--- config.mk ---
export PLATFORM = sky130hd
export DESIGN_NAME = xon_xoff_matcher
export DESIGN_NICKNAME = d
export VERILOG_FILES = /design/src/rtl/xon_xoff_matcher.sv
export SDC_FILE = /design/constraint.sdc
export NUM_CORES = 1
export LEC_CHECK = 0
export BUFFER_PORTS_ARGS = -buffer_cell sky130_fd_sc_hd__buf_4
export CAP_MARGIN = 15
export CORE_MARGIN = 2
export CORE_UTILIZATION = 37
export DETAILED_ROUTE_END_ITERATION = 16
export PLACE_DENSITY = 0.82
export REMOVE_ABC_BUFFERS = 1
export SYNTH_ARGS = -nofsm -noshare
export SYNTH_HDL_FRONTEND = slang
export SYNTH_SLANG_ARGS = --single-unit
--- constraint.sdc ---
create_clock -name clk -period 3 [get_ports clk]
set_input_delay 0.6 -clock clk [delete_from_list [all_inputs] [get_ports clk]]
set_output_delay 0.6 -clock clk [all_outputs]
set_load 0.02 [all_outputs]
--- src/rtl/xon_xoff_matcher.sv ---
module xon_xoff_matcher #(
  parameter int W = 8
) (
  input  logic         clk,
  input  logic         rst_n,
  input  logic         sw_fc_en,
  input  logic         two_char,
  input  logic         irq_en,
  input  logic [W-1:0] xon1,
  input  logic [W-1:0] xon2,
  input  logic [W-1:0] xoff1,
  input  logic [W-1:0] xoff2,
  input  logic         rx_valid,
  input  logic [W-1:0] rx_byte,
  output logic         tx_pause,
  output logic         xoff_flag,
  output logic         irq
);

  logic pause_q, flag_q, armed_q;

  // While paused only the resume characters matter, otherwise only the stop characters.
  wire [W-1:0] want1 = pause_q ? xon1 : xoff1;
  wire [W-1:0] want2 = pause_q ? xon2 : xoff2;

  wire first_hit  = (rx_byte == want1);
  wire second_hit = armed_q && (rx_byte == want2);
  wire seq_hit    = rx_valid && (two_char ? second_hit : first_hit);

  always_ff @(posedge clk) begin
    if (!rst_n || !sw_fc_en) begin
      pause_q <= 1'b0;
      flag_q  <= 1'b0;
      armed_q <= 1'b0;
    end else if (seq_hit) begin
      pause_q <= !pause_q;
      flag_q  <= !pause_q;
      armed_q <= 1'b0;
    end else if (rx_valid) begin
      armed_q <= two_char && first_hit;
    end else if (!two_char) begin
      armed_q <= 1'b0;
    end
  end

  assign tx_pause  = pause_q;
  assign xoff_flag = flag_q;
  assign irq       = flag_q && irq_en;

  assert_single_xoff_pauses_R1: assert property (@(posedge clk) disable iff (!rst_n)
    sw_fc_en && !two_char && rx_valid && !tx_pause && rx_byte == xoff1 |=> tx_pause && xoff_flag);

  assert_no_stray_pause_R5: assert property (@(posedge clk) disable iff (!rst_n)
    sw_fc_en && !two_char && rx_valid && !tx_pause && rx_byte != xoff1 |=> !tx_pause);

  assert_idle_holds_pause_R8: assert property (@(posedge clk) disable iff (!rst_n)
    sw_fc_en && !rx_valid |=> $stable(tx_pause));

  assert_disable_clears_R7: assert property (@(posedge clk) disable iff (!rst_n)
    !sw_fc_en |=> !tx_pause && !xoff_flag);

  assert_flag_needs_pause_R4: assert property (@(posedge clk) disable iff (!rst_n)
    xoff_flag |-> tx_pause);

endmodule

==> load_flow_metrics.sql, run 1 <==
INSERT INTO impl_metrics (metric_group, metric, value, unit) VALUES
('detailed_routing', 'drt-wirelength-per-cell', '10.36', 'um'),
('setup_path', 'regToRegSetupSlack', '860', 'ps'),
('global_routing', 'largest_net_degree_at_the_start_of_global_routing', '14', ''),
('pwr', 'power_density', '191.1', 'nW/um^2'),
('cts', 'clk_latency', '220', 'ps'),
('floorplan', 'boundaryPins', '49', ''),
('synth', 'post_synth_instance_area', '496.7', 'um^2'),
('synth', 'yosys_warnings', '0', ''),
('place', 'globalplace.congestion', '0.6592', ''),
('cells_and_area', 'synthToLayoutAreaGrowth', '74.56', '%'),
('cts', 'cts_htree_levels', '1', ''),
('floorplan', 'die-width', '40.64', 'um'),
('detailed_routing', 'route.detailed.vias_per_inst', '4.831', ''),
('pwr', 'peakVddDrop', '98.87', 'uV'),
('setup_path', 'critical_path_required', '3100', 'ps'),
('setup_path', 'worst-endpoint-arrival', '2240', 'ps'),
('cts', 'clock_sinks', '2', ''),
('place', 'placedInstanceArea', '844.6', 'um^2'),
('cts', 'postCtsResizedCells', '0', ''),
('global_routing', 'met1_usage', '16.18', '%'),
('global_routing', 'met3_usage', '3.261', '%'),
('pwr', 'power_frac_clock', '35.1', '%'),
('sta', 'timing.slew.headroom', '69.64', '%'),
('synth', 'postSynthRegisterBits', '2', ''),
('detailed_routing', 'drc', '0', ''),
('detailed_routing', 'via_total_after_detailed_routing', '570', ''),
('synth', 'post_synth_main_area_contributors', 'sky130_fd_sc_hd__mux2i_1 32%, sky130_fd_sc_hd__xnor2_1 14%, sky130_fd_sc_hd__xor2_1 14%, sky130_fd_sc_hd__dfxtp_1 8.1%, sky130_fd_sc_hd__nor4_4 4.3%', ''),
('cts', 'tritoncts', 'built', ''),
('flow_run', 'number_of_max_cap_violations', '0', ''),
('status', 'status', 'finished, final reports clean', ''),
('sta', 'worst-slew-pin-transition', '454.7', 'ps'),
('cells_and_area', 'proportion_of_layout_cells_with_a_drive_suffix_above_1', '53.40', '%'),
('global_routing', 'grtUsageTotal', '15.97', '%'),
('floorplan', 'core.rowCount', '13', ''),
('synth', 'syn_inst', '54', ''),
('setup_path', 'worstSetupEndpoint', 'xoff_flag', ''),
('setup_path', 'crit_start', 'xoff_flag', ''),
('hold_path', 'timing.hold.worst.class', 'reg -> reg', ''),
('cells_and_area', 'final_net_count', '151', ''),
('sta', 'period_share', '71.28', '%'),
('sta', 'max_freq', '0.4677', 'GHz'),
('pwr', 'pwr-share-seq', '16.2', '%'),
('global_routing', 'grt_antenna_before_repair', '0', ''),
('cts', 'cts_buffers', '3', ''),
('pwr', 'swShare', '24.78', '%'),
('setup_path', 'timing_worst_setup_path_type', 'reg -> reg', ''),
('synth', 'post-synth-top-area-fraction', '32.24', '%'),
('setup_path', 'nature_of_the_critical_path_endpoint', 'flop', ''),
('setup_path', 'r2r-start', 'xoff_flag', ''),
('cells_and_area', 'stdcell_area', '867.1', 'um^2'),
('cells_and_area', 'layout.cells.most_common_list', '49 x sky130_fd_sc_hd__buf_4, 16 x sky130_fd_sc_hd__mux2i_1, 8 x sky130_fd_sc_hd__xnor2_1, 8 x sky130_fd_sc_hd__xor2_1', ''),
('cells_and_area', 'layout_commonest_cell', 'sky130_fd_sc_hd__buf_4', ''),
('global_routing', 'first_global_vias', '498', ''),
('floorplan', 'core_region_area', '1285', 'um^2'),
('setup_path', 'critical_path.startpoint_type', 'flop', ''),
('setup_path', 'timing.critical_path.fanout_max', '13', ''),
('cells_and_area', 'antenna_cells', '0', ''),
('cells_and_area', 'fill_count', '115', ''),
('floorplan', 'effective_utilization_at_floorplan', '38.66', '%'),
('cts', 'clock-root-buffer', 'sky130_fd_sc_hd__clkbuf_4', ''),
('sta', 'final_max_slew_viol_count', '0', ''),
('global_routing', 'grt_overflow_total', '0', ''),
('global_routing', 'global_route_track_usage_on_met2', '31.75', '%'),
('detailed_routing', 'detail_route.first_pass.iterations', '2', ''),
('detailed_routing', 'wirelength', '1.222', 'mm'),
('sta', 'timing.setup.tns', '0', 'ps'),
('setup_path', 'crit_chain', 'buf_4 -> mux2i_1 -> xor2_1 -> nand3_1 -> nor4_4 -> o21ai_0 -> nor3b_2', ''),
('detailed_routing', 'ant_nets', '0', ''),
('pwr', 'switchingPower', '41.07', 'uW'),
('floorplan', 'floorplan.die_area', '1652', 'um^2'),
('detailed_routing', 'drt_iter0_markers', '1', '');
==> state kept, by name, indices dropped and copies added, names as in the netlist <==
name       count
xoff_flag      1
armed_q        1
==> critical path: cells and delay by family (launching register included) <==
family | cells | cell delay (ps)
buffers and inverters | 1 | 310
XOR/XNOR | 1 | 160
flip-flops | 1 | 590
multiplexers | 1 | 240
AO/OA/AOI/OAI | 1 | 110
AND/OR/NAND/NOR | 3 | 610
==> cell usage after synthesis <==
cell and count:
sky130_fd_sc_hd__mux2i_1 16, sky130_fd_sc_hd__xnor2_1 8, sky130_fd_sc_hd__xor2_1 8, sky130_fd_sc_hd__nand2_1 3
sky130_fd_sc_hd__nor4_1 3, sky130_fd_sc_hd__dfxtp_1 2, sky130_fd_sc_hd__a31oi_1 1, sky130_fd_sc_hd__and2_2 1
sky130_fd_sc_hd__and4_1 1, sky130_fd_sc_hd__buf_12 1, sky130_fd_sc_hd__buf_4 1, sky130_fd_sc_hd__buf_6 1
sky130_fd_sc_hd__inv_1 1, sky130_fd_sc_hd__nand3_1 1, sky130_fd_sc_hd__nand4_1 1, sky130_fd_sc_hd__nor2b_1 1
sky130_fd_sc_hd__nor3_1 1, sky130_fd_sc_hd__nor3b_2 1, sky130_fd_sc_hd__nor4_4 1, sky130_fd_sc_hd__o21ai_0 1
==> cells by family after synthesis <==
| kind of cell | Yosys count | synth area share (%) |
|---|---|---|
| DFF | 2 | 8.061 |
| AOI/OAI and AO/OA | 2 | 2.267 |
| muxes | 16 | 32.24 |
| xor gates and xnor gates | 16 | 28.21 |
| and+or+nand+nor | 14 | 20.66 |
| buffers and inverters | 4 | 8.564 |
==> power by group through the flow <==
stage	sequential, uW	combinational (uW)	clock (uW)
after floorplan	27.3	29.6	0
after global placement	27.2	80.8	0
after detailed placement	27.2	81.6	0
after CTS	26.9	82.0	62.1
after global routing	26.9	88.9	62.2
final	26.9	80.7	58.2
==> layer usage <==
metal | vias up | wire length [um]
li1 | 292 | -
met1 | 244 | 474
met2 | 34 | 598
met3 | 0 | 149
met4 | 0 | 0
met5 | - | 0
==> area by class of cell <==
class	count	area [um^2]	share of cell area (%)
Timing Repair Buffer	49	367.9	42.42
Tap cell	15	18.77	2.165
Sequential cell	2	40.04	4.618
Multi-Input combinational cell	48	414.1	47.76
Inverter	1	3.754	0.4329
Clock buffer	3	22.52	2.597
==> how the worst min path moves through the flow <==
stage                   from      end  slack, ps  cells after the start
finish               armed_q  armed_q        650                      3
global route        two_char  armed_q        660                      3
CTS                 two_char  armed_q        640                      3
detailed placement   armed_q  armed_q        660                      3
global placement     armed_q  armed_q        640                      3
floorplan            armed_q  armed_q        620                      3
==> per-stage QoR <==
stage               hold WS [ps]  total power [uW]  util [%]  instances  worst slack (ps)
floorplan                  618.0             56.88         -         51             635.9
global placement           642.8             107.9     65.73        115             905.6
detailed placement         655.8             108.8     65.73        115             869.7
CTS                        643.5             171.0     67.48        118             843.5
global route               661.4             178.0     67.48        118             692.4
finish                     653.4             165.7     67.48        118             861.7
Note: power is estimated with default switching activity, not from simulation.
==> run 2: changes to the inputs <==
--- a/config.mk
+++ b/config.mk
@@ -8,9 +8,9 @@
 export BUFFER_PORTS_ARGS = -buffer_cell sky130_fd_sc_hd__buf_4
 export CAP_MARGIN = 15
 export CORE_MARGIN = 2
-export CORE_UTILIZATION = 37
+export CORE_UTILIZATION = 31
 export DETAILED_ROUTE_END_ITERATION = 16
-export PLACE_DENSITY = 0.82
+export PLACE_DENSITY = 0.74
 export REMOVE_ABC_BUFFERS = 1
 export SYNTH_ARGS = -nofsm -noshare
 export SYNTH_HDL_FRONTEND = slang
==> constraint.sdc (replaced) <==
create_clock -name clk -period 1.8 [get_ports clk]
set_input_delay 0.36 -clock clk [delete_from_list [all_inputs] [get_ports clk]]
set_output_delay 0.36 -clock clk [all_outputs]
set_load 0.02 [all_outputs]
==> load_flow_metrics.sql, run 2 (synthesis gave the netlist of run 1 again) <==
INSERT INTO impl_metrics (metric_group, metric, value, unit) VALUES
('pwr', 'power.internal', '216.8', 'uW'),
('sta', 'period_share', '99.65', '%'),
('setup_path', 'nature_of_the_critical_path_endpoint', 'flop', ''),
('global_routing', 'grt_antenna_before_repair', '0', ''),
('sta', 'setup_viol_count_final', '0', ''),
('global_routing', 'grtUsageTotal', '16.44', '%'),
('setup_path', 'critical_path.startpoint_type', 'flop', ''),
('flow_run', 'number_of_max_cap_violations', '0', ''),
('pwr', 'pwr-share-seq', '14.3', '%'),
('hold_path', 'timing.hold.worst.class', 'in -> reg', ''),
('cts', 'clock-root-buffer', 'sky130_fd_sc_hd__clkbuf_4', ''),
('pwr', 'leakagePower', '0.0004670', 'uW'),
('cells_and_area', 'antenna_cells', '0', ''),
('sta', 'timing_hold_violations_final', '0', ''),
('place', 'portBuffers', '48', ''),
('sta', 'unrepaired_setup_endpoints_after_global_routing', 'yes', ''),
('detailed_routing', 'wirelength', '1.631', 'mm'),
('sta', 'hold_ws', '410.6', 'ps'),
('pwr', 'power_frac_clock', '33.8', '%'),
('cells_and_area', 'final_net_count', '159', ''),
('detailed_routing', 'ant_nets', '0', ''),
('setup_path', 'critical-path-max-stage-delay', '390', 'ps'),
('pwr', 'swShare', '28.20', '%'),
('detailed_routing', 'via_total_after_detailed_routing', '627', ''),
('sta', 'timing.setup.tns', '0', 'ps'),
('cts', 'ctsHoldBuffers', '0', ''),
('cts', 'cts_htree_levels', '1', ''),
('cts', 'clock_sinks', '2', ''),
('cts', 'tritoncts', 'built', ''),
('cells_and_area', 'layout.cells.most_common_list', '53 x sky130_fd_sc_hd__buf_4, 12 x sky130_fd_sc_hd__mux2i_1, 8 x sky130_fd_sc_hd__xor2_1', ''),
('pwr', 'peakVddDrop', '138.8', 'uV'),
('cts', 'clk_transition_reported_paths', '30', 'ps'),
('place', 'place.detailed.hpwl', '1.154', 'mm'),
('pwr', 'total_power', '301.9', 'uW'),
('cells_and_area', 'synthToLayoutAreaGrowth', '115.1', '%'),
('sta', 'timing.slew.headroom', '81.04', '%'),
('setup_path', 'worst-endpoint-arrival', '1900', 'ps'),
('detailed_routing', 'detail_route.first_pass.iterations', '4', ''),
('pwr', 'switchingPower', '85.13', 'uW'),
('cells_and_area', 'layout_commonest_cell', 'sky130_fd_sc_hd__buf_4', ''),
('setup_path', 'regToRegSetupSlack', '6', 'ps'),
('status', 'status', 'finished, final reports clean', ''),
('sta', 'max_freq', '0.5575', 'GHz'),
('detailed_routing', 'route.detailed.vias_per_inst', '4.937', ''),
('pwr', 'power_density', '282.5', 'nW/um^2'),
('cells_and_area', 'proportion_of_layout_cells_with_a_drive_suffix_above_1', '64.86', '%'),
('detailed_routing', 'drt-wirelength-per-cell', '12.84', 'um'),
('sta', 'clock-skew-final', '3.636', 'ps'),
('global_routing', 'largest_net_degree_at_the_start_of_global_routing', '12', ''),
('floorplan', 'die-height', '44.03', 'um'),
('detailed_routing', 'drc', '0', ''),
('setup_path', 'worstPathBufferInverterCount', '1', ''),
('pwr', 'share_comb_of_total_power', '51.8', '%'),
('cts', 'cts_buffers', '3', ''),
('global_routing', 'first_pass_grt_wire_length', '2.325', 'mm'),
('setup_path', 'critical_path_required', '1910', 'ps'),
('detailed_routing', 'drt_iter0_markers', '8', ''),
('place', 'globalplace.congestion', '0.6869', ''),
('cts', 'cts_max_path_buffers', '2', ''),
('global_routing', 'first_global_vias', '618', ''),
('setup_path', 'worst_path_dominant_cell_family', 'simple AND/OR/NAND/NOR gates', ''),
('setup_path', 'timing.critical_path.fanout_max', '5', ''),
('floorplan', 'effective_utilization_at_floorplan', '32.97', '%'),
('sta', 'final_max_slew_viol_count', '0', ''),
('floorplan', 'boundaryPins', '49', ''),
('sta', 'layout_min_cycle_time', '1794', 'ps'),
('floorplan', 'floorplan.die_area', '1939', 'um^2'),
('sta', 'worst-slew-pin-transition', '282.0', 'ps'),
('cts', 'clk_latency', '230', 'ps'),
('setup_path', 'timing_worst_setup_path_type', 'reg -> reg', ''),
('floorplan', 'core.rowCount', '14', ''),
('setup_path', 'cpMaxStageDelayCell', 'sky130_fd_sc_hd__dfxtp_4', ''),
('global_routing', 'grt_overflow_total', '0', ''),
('floorplan', 'core_region_area', '1506', 'um^2'),
('floorplan', 'die-width', '44.03', 'um'),
('setup_path', 'crit_chain', 'buf_16 -> mux2i_4 -> xnor2_2 -> nor4_2 -> and4_1 -> o21ai_1 -> nor3b_2', '');
-- run 2: cell types whose count changed in the layout (fill, tap and decap cells not counted), moves of 2 or more --
cell and change:
sky130_fd_sc_hd__nor4_2 +2, sky130_fd_sc_hd__xnor2_1 -2, sky130_fd_sc_hd__nor4_1 -2, sky130_fd_sc_hd__mux2i_1 -4, sky130_fd_sc_hd__mux2i_4 +3, sky130_fd_sc_hd__clkbuf_16 +2
sky130_fd_sc_hd__xnor2_2 +2, sky130_fd_sc_hd__buf_4 +4
-- run 2: power by group through the flow --
stage	combinational (uW)	clock, uW	sequential [uW]
after global placement	134	0	45.3
after global routing	170	112	43.2
after CTS	145	102	44.7
after floorplan	49.4	0	45.4
after detailed placement	136	0	45.3
final	156	102	43.3
-- run 2: cell type report --
class	instances	area [um^2]
flip-flops and latches	2	43.79
clock buffers	3	22.52
fillers	122	437.9
multi-input cells	48	483.0
inverters	1	3.754
well taps	16	20.02
repair buffers	57	495.5
-- run 2: through the flow --
| stage | setup slack [ps] | util, % | cells | instance area, um^2 |
|---|---|---|---|---|
| 4_1_cts | 29.26 | 62.54 | 121 | 942.2 |
| 3_3_place_gp | 5.342 | 56.98 | 116 | 858.3 |
| 3_5_place_dp | -60.18 | 56.98 | 116 | 858.3 |
| 2_1_floorplan | -564.1 | - | 51 | 457.9 |
| 5_1_grt | -109.8 | 70.93 | 127 | 1069 |
| 6_report | 6.349 | 70.93 | 127 | 1069 |
-- run 2: tightest hold or removal path: stages --
cell and delay (ps):
sky130_fd_sc_hd__buf_4 110, sky130_fd_sc_hd__inv_1 60, sky130_fd_sc_hd__nor4_1 50
-- run 2: path summary, 6_finish.rpt --
kind,start,to,depth (start not counted)
min,two_char,armed_q,3
max reg2reg,xoff_flag,xoff_flag,7
max,xoff_flag,xoff_flag,7
min reg2reg,armed_q,armed_q,3
-- run 2: per-layer routing --
layer / up-vias / part of all wire [%] / GRT usage (%)
met5: - / 0 / 0
met4: 0 / 2.6 / 10.91
met3: 5 / 8.6 / 2.857
met2: 39 / 53 / 30.88
met1: 275 / 35 / 16.21
li1: 308 / - / -
-- run 2: timing repair --
action                                  4_1_cts  5_1_grt
endpoints found under the setup margin        1        1
hold endpoints to repair                      0        0
buffers inserted                              1        4
gates resized for setup                       5       10
cloned                                        1        2
pin swaps                                     1        3
==> run 3: changes to the inputs <==
--- a/config.mk
+++ b/config.mk
@@ -8,9 +8,9 @@
 export BUFFER_PORTS_ARGS = -buffer_cell sky130_fd_sc_hd__buf_4
 export CAP_MARGIN = 15
 export CORE_MARGIN = 2
-export CORE_UTILIZATION = 31
+export CORE_UTILIZATION = 35
 export DETAILED_ROUTE_END_ITERATION = 16
-export PLACE_DENSITY = 0.74
+export PLACE_DENSITY = 0.79
 export REMOVE_ABC_BUFFERS = 1
 export SYNTH_ARGS = -nofsm -noshare
 export SYNTH_HDL_FRONTEND = slang
==> constraint.sdc (replaced) <==
create_clock -name clk -period 2 [get_ports clk]
set_input_delay 0.4 -clock clk [delete_from_list [all_inputs] [get_ports clk]]
set_output_delay 0.4 -clock clk [all_outputs]
set_load 0.02 [all_outputs]
==> load_flow_metrics.sql, run 3 (synthesis gave the netlist of run 1 again) <==
INSERT INTO impl_metrics (metric_group, metric, value, unit) VALUES
('cts', 'ctsHoldBuffers', '0', ''),
('cts', 'cts_htree_levels', '1', ''),
('cells_and_area', 'synthToLayoutAreaGrowth', '77.08', '%'),
('floorplan', 'core.rowCount', '13', ''),
('floorplan', 'boundaryPins', '49', ''),
('detailed_routing', 'via_total_after_detailed_routing', '561', ''),
('setup_path', 'nature_of_the_critical_path_endpoint', 'flop', ''),
('cts', 'tritoncts', 'built', ''),
('cts', 'cts_buffers', '3', ''),
('floorplan', 'floorplan.die_area', '1736', 'um^2'),
('detailed_routing', 'drc', '0', ''),
('detailed_routing', 'drt-wirelength-per-cell', '10.47', 'um'),
('setup_path', 'timing.critical_path.fanout_max', '21', ''),
('global_routing', 'first_pass_grt_wire_length', '2.194', 'mm'),
('flow_run', 'number_of_max_cap_violations', '0', ''),
('setup_path', 'timing_worst_setup_path_type', 'reg -> reg', ''),
('floorplan', 'core_region_area', '1318', 'um^2'),
('cells_and_area', 'final_core_utilization', '66.76', '%'),
('status', 'status', 'finished, final reports clean', ''),
('cells_and_area', 'final_net_count', '151', ''),
('sta', 'clock-skew-final', '0.5054', 'ps'),
('cts', 'post_cts_buffers', '0', ''),
('floorplan', 'die-height', '41.67', 'um'),
('global_routing', 'grt_overflow_total', '0', ''),
('detailed_routing', 'ant_nets', '0', ''),
('cells_and_area', 'stdcell_area', '879.6', 'um^2'),
('cts', 'clock-root-buffer', 'sky130_fd_sc_hd__clkbuf_4', ''),
('sta', 'final_max_slew_viol_count', '0', ''),
('setup_path', 'regToRegSetupSlack', '150', 'ps'),
('place', 'placedInstanceArea', '857.1', 'um^2'),
('cells_and_area', 'layout.cells.most_common_list', '48 x sky130_fd_sc_hd__buf_4, 16 x sky130_fd_sc_hd__mux2i_1, 8 x sky130_fd_sc_hd__xnor2_1, 8 x sky130_fd_sc_hd__xor2_1', ''),
('place', 'globalplace.congestion', '0.6883', ''),
('setup_path', 'worst-endpoint-arrival', '1950', 'ps'),
('floorplan', 'effective_utilization_at_floorplan', '37.70', '%'),
('detailed_routing', 'wirelength', '1.236', 'mm'),
('sta', 'timing.setup.tns', '0', 'ps'),
('cts', 'cts_max_path_buffers', '2', ''),
('sta', 'max_freq', '0.5399', 'GHz'),
('cts', 'clk_latency', '220', 'ps'),
('sta', 'unrepaired_setup_endpoints_after_global_routing', 'no', ''),
('sta', 'period_share', '92.62', '%'),
('detailed_routing', 'route.detailed.vias_per_inst', '4.754', ''),
('global_routing', 'first_global_vias', '585', ''),
('sta', 'worst-slew-pin-transition', '367.5', 'ps'),
('global_routing', 'grtUsageTotal', '15.58', '%'),
('setup_path', 'critical-path-max-stage-delay', '380', 'ps'),
('cts', 'postCtsResizedCells', '0', ''),
('place', 'portBuffers', '48', ''),
('setup_path', 'critical_path_required', '2100', 'ps'),
('cells_and_area', 'antenna_cells', '0', ''),
('cells_and_area', 'fill_count', '117', ''),
('cells_and_area', 'proportion_of_layout_cells_with_a_drive_suffix_above_1', '53.40', '%'),
('pwr', 'power_density', '280.2', 'nW/um^2'),
('sta', 'setup_viol_count_final', '0', ''),
('cells_and_area', 'layout_commonest_cell', 'sky130_fd_sc_hd__buf_4', ''),
('pwr', 'peakVddDrop', '144.6', 'uV'),
('detailed_routing', 'drt_iter0_markers', '4', ''),
('setup_path', 'critical_path.startpoint_type', 'flop', ''),
('sta', 'timing.slew.headroom', '75.27', '%'),
('sta', 'layout_min_cycle_time', '1852', 'ps'),
('hold_path', 'timing.hold.worst.class', 'in -> reg', ''),
('cts', 'clock_sinks', '2', ''),
('detailed_routing', 'detail_route.first_pass.iterations', '2', ''),
('place', 'place.detailed.hpwl', '1.111', 'mm'),
('sta', 'timing_hold_violations_final', '0', ''),
('setup_path', 'cpMaxStageDelayCell', 'sky130_fd_sc_hd__nor4_1', ''),
('global_routing', 'grt_antenna_before_repair', '0', ''),
('cts', 'clk_transition_reported_paths', '30', 'ps'),
('pwr', 'leakagePower', '0.0003840', 'uW'),
('floorplan', 'die-width', '41.67', 'um'),
('global_routing', 'largest_net_degree_at_the_start_of_global_routing', '22', ''),
('setup_path', 'crit_chain', 'buf_12 -> mux2i_1 -> xnor2_1 -> nor4_1 -> and4_1 -> o21ai_0 -> nor3b_2', '');
-- run 3: worst paths after layout --
path              startpoint         to  cells past startpoint
setup / recovery   xoff_flag  xoff_flag                      7
hold / removal      two_char    armed_q                      3
setup reg to reg   xoff_flag  xoff_flag                      7
hold reg to reg      armed_q    armed_q                      3
-- run 3: routing by layer --
layer | global-route usage (%) | routed length, um
met4 | 1.935 | 0
met1 | 18.32 | 473
met5 | 0 | 0
met3 | 3.043 | 92
met2 | 29.38 | 671
-- run 3: power breakdown --
part	leakage (uW)	internal [uW]	switching (uW)
combinational	0.000354	80.8	40.4
sequential	0.0000161	40.2	0.0150
clock	0.0000138	65.9	19.1
total	0.000384	187	59.5
-- run 3: cell type report --
type,instances,area [um^2],area share (%)
Tap cell,15,18.77,2.134
Multi-Input combinational cell,48,414.1,47.08
Sequential cell,2,40.04,4.552
Inverter,1,3.754,0.4267
Timing Repair Buffer,49,380.4,43.24
Clock buffer,3,22.52,2.560
-- run 3: stage by stage --
| stage | setup slack [ps] | total power (uW) | hold WS [ps] | cells |
|---|---|---|---|---|
| 6_report | 147.7 | 246.5 | 451.2 | 118 |
| 5_1_grt | 39.72 | 273.9 | 446.9 | 118 |
| 4_1_cts | 151.2 | 251.9 | 449.3 | 118 |
| 3_5_place_dp | 173.9 | 163.5 | 649.1 | 115 |
| 3_3_place_gp | 218.2 | 161.4 | 655.1 | 115 |
| 2_1_floorplan | -364.1 | 85.32 | 533.9 | 51 |
-- run 3: worst max-delay path: cells and delay by family, from the launching register on --
kind / cells / cell delay (ps)
XOR/XNOR: 1 / 80
AND/OR/NAND/NOR: 3 / 810
buffers and inverters: 1 / 190
AO/OA/AOI/OAI: 1 / 80
multiplexers: 1 / 220
flip-flops: 1 / 340
